## src/rtl/tf_pair_seq.sv

```systemverilog
module tf_pair_seq #(
  parameter int AW   = 16,
  parameter int LENW = 8
) (
  input  logic          clk,
  input  logic          rst_n,
  input  logic          start,
  input  logic [AW-1:0] pkt_base,
  output logic          mem_rd_en,
  output logic [AW-1:0] mem_rd_addr,
  input  logic [15:0]   mem_rd_data,
  output logic          mem_wr_en,
  output logic [AW-1:0] mem_wr_addr,
  output logic [7:0]    mem_wr_data,
  output logic          tf_we,
  output logic [4:0]    tf_addr,
  output logic [7:0]    tf_data,
  output logic          busy,
  output logic          done,
  output logic          ok,
  output logic          data_phase,
  output logic          irq_en
);
  localparam int CW = LENW + 2;
  localparam logic [7:0] RC_OK    = 8'h01;
  localparam logic [7:0] RC_INVAL = 8'h02;
  localparam logic [7:0] RC_ZLEN  = 8'h04;
  localparam logic [7:0] RC_OVER  = 8'h08;

  typedef enum logic [1:0] {S_IDLE, S_HDR, S_RUN, S_RESP} st_t;
  st_t st;

  logic [AW-1:0] base_q;
  logic [CW-1:0] iss_q, arr_q, lim_q;
  logic          rvalid_q;
  logic [7:0]    code_q;
  logic          dp_q, ie_q;
  logic          we_q;
  logic [4:0]    ta_q;
  logic [7:0]    td_q;

  wire            hdr_vld   = mem_rd_data[0];
  wire [LENW-1:0] hdr_len   = mem_rd_data[8 +: LENW];
  wire            hdr_go    = hdr_vld && (hdr_len != '0);
  wire            pair_end  = mem_rd_data[15];
  wire            pair_skip = mem_rd_data[13];
  wire            last_slot = (arr_q == lim_q - CW'(1));
  wire            run_stop  = rvalid_q && (pair_end || last_slot);

  always_comb begin
    mem_rd_en   = 1'b0;
    mem_rd_addr = base_q + AW'(8) + AW'(iss_q);
    case (st)
      S_IDLE: begin
        mem_rd_en   = start;
        mem_rd_addr = pkt_base + AW'(1);
      end
      S_HDR: begin
        mem_rd_en   = hdr_go;
        mem_rd_addr = base_q + AW'(8);
      end
      S_RUN:  mem_rd_en = (iss_q < lim_q) && !run_stop;
      default: mem_rd_en = 1'b0;
    endcase
  end

  always_ff @(posedge clk or negedge rst_n) begin
    if (!rst_n) begin
      st       <= S_IDLE;
      base_q   <= '0;
      iss_q    <= '0;
      arr_q    <= '0;
      lim_q    <= '0;
      rvalid_q <= 1'b0;
      code_q   <= '0;
      dp_q     <= 1'b0;
      ie_q     <= 1'b0;
      we_q     <= 1'b0;
      ta_q     <= '0;
      td_q     <= '0;
    end else begin
      we_q     <= 1'b0;
      rvalid_q <= mem_rd_en && (st == S_HDR || st == S_RUN);
      case (st)
        S_IDLE: if (start) begin
          base_q <= pkt_base;
          st     <= S_HDR;
        end
        S_HDR: begin
          dp_q  <= mem_rd_data[2];
          ie_q  <= mem_rd_data[3];
          lim_q <= {hdr_len, 2'b00};
          iss_q <= CW'(1);
          arr_q <= '0;
          if (!hdr_vld) begin
            code_q <= RC_INVAL;
            st     <= S_RESP;
          end else if (hdr_len == '0) begin
            code_q <= RC_ZLEN;
            st     <= S_RESP;
          end else begin
            st <= S_RUN;
          end
        end
        S_RUN: begin
          if (mem_rd_en) iss_q <= iss_q + CW'(1);
          if (rvalid_q) begin
            arr_q <= arr_q + CW'(1);
            we_q  <= !pair_skip;
            ta_q  <= mem_rd_data[12:8];
            td_q  <= mem_rd_data[7:0];
            if (pair_end) begin
              code_q <= RC_OK;
              st     <= S_RESP;
            end else if (last_slot) begin
              code_q <= RC_OVER;
              st     <= S_RESP;
            end
          end
        end
        default: st <= S_IDLE;
      endcase
    end
  end

  assign busy        = (st != S_IDLE);
  assign done        = (st == S_RESP);
  assign mem_wr_en   = done;
  assign mem_wr_addr = base_q;
  assign mem_wr_data = code_q;
  assign ok          = done && (code_q == RC_OK);
  assign tf_we       = we_q;
  assign tf_addr     = ta_q;
  assign tf_data     = td_q;
  assign data_phase  = dp_q;
  assign irq_en      = ie_q;
endmodule

```

## config.mk

```make
export PLATFORM = sky130hd
export DESIGN_NAME = tf_pair_seq
export DESIGN_NICKNAME = d
export VERILOG_FILES = /design/src/rtl/tf_pair_seq.sv
export SDC_FILE = /design/constraint.sdc
export NUM_CORES = 1
export LEC_CHECK = 0
export BUFFER_PORTS_ARGS = -buffer_cell sky130_fd_sc_hd__clkbuf_2
export CAP_MARGIN = 0
export CELL_PAD_IN_SITES_DETAIL_PLACEMENT = 0
export CELL_PAD_IN_SITES_GLOBAL_PLACEMENT = 1
export CORE_ASPECT_RATIO = 2
export CORE_MARGIN = 2
export CORE_UTILIZATION = 40
export DETAILED_ROUTE_END_ITERATION = 10
export MAX_ROUTING_LAYER = met4
export PLACE_DENSITY = 0.76
export SLEW_MARGIN = 20
export SYNTH_ARGS = -nofsm -noshare
export SYNTH_HDL_FRONTEND = slang
export SYNTH_SLANG_ARGS = --single-unit
```

## constraint.sdc

```tcl
create_clock -name clk -period 4 [get_ports clk]
set_input_delay 0.2 -clock clk [delete_from_list [all_inputs] [get_ports clk]]
set_output_delay 0.2 -clock clk [all_outputs]
set_load 0.005 [all_outputs]
```

==> impl_metrics.tcl <==
set metrics [dict create \
    grt_max_degree 45 \
    h-tree-depth 3 \
    synth_cell_types 64 \
    cp-end-kind "output port" \
    relSlewSlack_pct 44.5 \
    clock_latency_ns 0.35 \
    path_class "reg2out" \
    syn_avg_cell_area_sq_um 8.88 \
    max-cap-violations 0 \
    cts_buffers 9 \
    remaining_drc_errors 0 \
    syn_to_final_growth_pct 18.8 \
    finalPower_mw 4.37 \
    final-seq-area_sq_um 1680 \
    cp.arrival_ns 3.58 \
    dieHeight_microns 157 \
    hold_class "in2reg" \
    async_reset_ff_share_pct 100 \
    ys.flop_type "dfrtp_1" \
    die_area_sq_um 12600 \
    drive_above_1_share_pct 23.5 \
    synth_edf_count 0 \
    synth.area.top_cells "dfrtp_1 36%, nand2_1 7.1%, ha_1 7.0%" \
    port_buffers 91 \
    path_delay_family "compound AO/OA/AOI/OAI gates" \
    drt-initial-drc-count 172 \
    skew_ns 0.0102 \
    period_minus_slack_ns 3.78 \
    power_density_nw_per_um2 790 \
    r2r_slack_ns 1.28 \
    fill_cells 1154 \
    grt_overflow 0 \
    syn_area_sq_um 4650 \
    worst_slack_ns 0.220 \
    dp_slack_ns 0.596 \
    pwr-share-comb_pct 52.1 \
    multi_input_area_sq_um 2790 \
    swShare_pct 43.6 \
    yosys_warnings 0 \
    cts_root_buf "clkbuf_16" \
    post-dp-hpwl_microns 10500 \
    nNetsFinal 671 \
    postCtsSetupBuffers 0 \
    critical_path.max_stage_delay_ns 0.51 \
    io_pins 96 \
    antenna_left 0 \
    ys_seq_area_share_pct 36.0 \
    seqPwrFrac_pct 28.9 \
    yosys.area.top_type "dfrtp_1" \
    fin_tns_setup_ns 0 \
    finalSetupViolations 0 \
    cp.required_ns 3.80 \
    stdcell_area_sq_um 5530 \
    ys_ff_latch 67 \
    slew_violations 0 \
    p_int_mw 2.46 \
    grt_pass1_wl_microns 21600 \
    fin_crit_sh_pct 94.5 \
    antenna_cells 0 \
    grt_use_total_pct 23.5 \
    crit_buf_inv 2 \
    p_sw_mw 1.91 \
    synthTopCellsByCount "88 x nand2_1, 67 x dfrtp_1, 33 x o21ai_0, 30 x xnor2_1, 26 x ha_1" \
    status "finished clean" \
    drt-total-wl_microns 13500 \
    crit_fanout 10 \
    wl_per_cell_microns 17.8 \
    core_area_sq_um 11400 \
    path_cells "ha_2 -> ha_1 -> and3_1 -> a2111o_1 -> o311a_1 -> o21ai_0 -> buf_4 -> or3_1 -> nor3_1 -> a311o_1 -> clkbuf_2" \
    antenna_found_initial 0 \
    via_per_inst 5.49 \
    clock-sinks 67 \
    rsz0062_at_grt "no" \
    gp_congestion 0.986 \
    drtPass1Iterations 6 \
    initial_core_util_pct 41.0 \
    synth_top_area_share_pct 36.0 \
    startpoint_type "flip-flop" \
    synthCells 524 \
    clockBufferDepth 2 \
    fmax_mhz 265 \
    cpMaxStageDelayCell "dfrtp_1" \
    hold_violations 0 \
    vias 4154 \
    rows 55 \
    worst_pin_slew_ns 0.833 \
    dpl-instance-area_sq_um 5210 \
    p_clk_share_pct 18.9 \
    p_leak_nw 2.65 \
    synth_most_common_cell "nand2_1" \
    grt_pass1_vias 4272 \
    cts_tree "built" \
    ir_worst_vdd_mv 0.449 \
    die_w_microns 80.3 \
    clk_pin_slew_ns 0.06 \
]
-- timing repair --
| action | CTS | global route |
|---|---|---|
| hold buffers | 0 | 1 |
| resized for setup | 0 | 1 |
| hold endpoints to repair | 0 | 42 |
| setup endpoints to repair | 0 | 1 |
-- per-layer routing --
layer | GRT usage (%) | wire [microns] | vias up
met5 | - | 0 | -
met4 | 12.3 | 614 | 0
met3 | 4.44 | 437 | 37
met2 | 43.2 | 7640 | 105
met1 | 22.5 | 4770 | 1998
li1 | - | - | 2014
-- through the flow --
step	hold slack (ns)	instances	utilization, %
4_1_cts	0.0209	755	48.6
3_5_place_dp	0.390	739	45.9
3_3_place_gp	0.390	739	45.9
6_report	0.0353	756	48.7
2_1_floorplan	-0.0956	527	-
5_1_grt	0.0276	756	48.7
-- power groups by stage --
stage	logic, mW	registers, mW	clock network, mW
final	2.28	1.26	0.827
after global routing	2.55	1.30	0.881
after CTS	2.29	1.26	0.847
after detailed placement	2.28	1.27	0
after global placement	2.24	1.26	0
after floorplan	1.53	1.19	0
-- worst paths after layout --
path | from | to | depth (start not counted)
setup / recovery | mem_wr_addr[3]$_DFFE_PN0P_ | mem_rd_addr[15] | 11
max in group asynchronous | rst_n | mem_wr_addr[10]$_DFFE_PN0P_ | 3
hold / removal | mem_rd_data[13] | tf_we$_DFF_PN0_ | 2
setup reg to reg | lim_q[2]$_DFFE_PN0P_ | mem_wr_data[2]$_DFFE_PN0P_ | 10
hold reg to reg | tf_addr[2]$_DFFE_PN0P_ | tf_addr[2]$_DFFE_PN0P_ | 2
min in group asynchronous | rst_n | tf_data[4]$_DFFE_PN0P_ | 2
-- state kept, by name, summed over array words and instances (netlist names), 2 cells and up --
register     count
iss_q           10
mem_wr_addr     16
lim_q            8
arr_q           10
tf_data          8
tf_addr          5
st               2
mem_wr_data      4
-- area by class of cell --
type                            instances  area share (%)
Tap cell                              142            3.21
Sequential cell                        67            30.3
Clock buffer                            9            4.07
Clock inverter                          7            1.43
Multi-Input combinational cell        414            50.5
Inverter                               20            1.36
Timing Repair Buffer                   97            9.14
-- placed cells by master (no fill, tap or decap), drive strengths merged, types with 9 or more instances in the layout --
| cell | n |
|---|---|
| and3 | 9 |
| a22oi | 10 |
| nor2 | 21 |
| inv | 24 |
| xor2 | 16 |
| nor3 | 10 |
| nand2 | 88 |
| dfrtp | 67 |
| a21oi | 16 |
| nor2b | 9 |
| mux2 | 21 |
| o21ai | 33 |
| nand3 | 26 |
| nand4 | 10 |
| clkbuf | 99 |
| xnor2 | 30 |
| ha | 26 |
-- cell families after synthesis --
logic type	share of synthesized area, %
xor+xnor	8.82
flops	36.0
compound gates	13.7
mux	6.37
buf+inv	4.30
simple gates	23.3
fa+ha+maj	7.42
other cells	0.0806
Power figures use the tool's default switching activity.
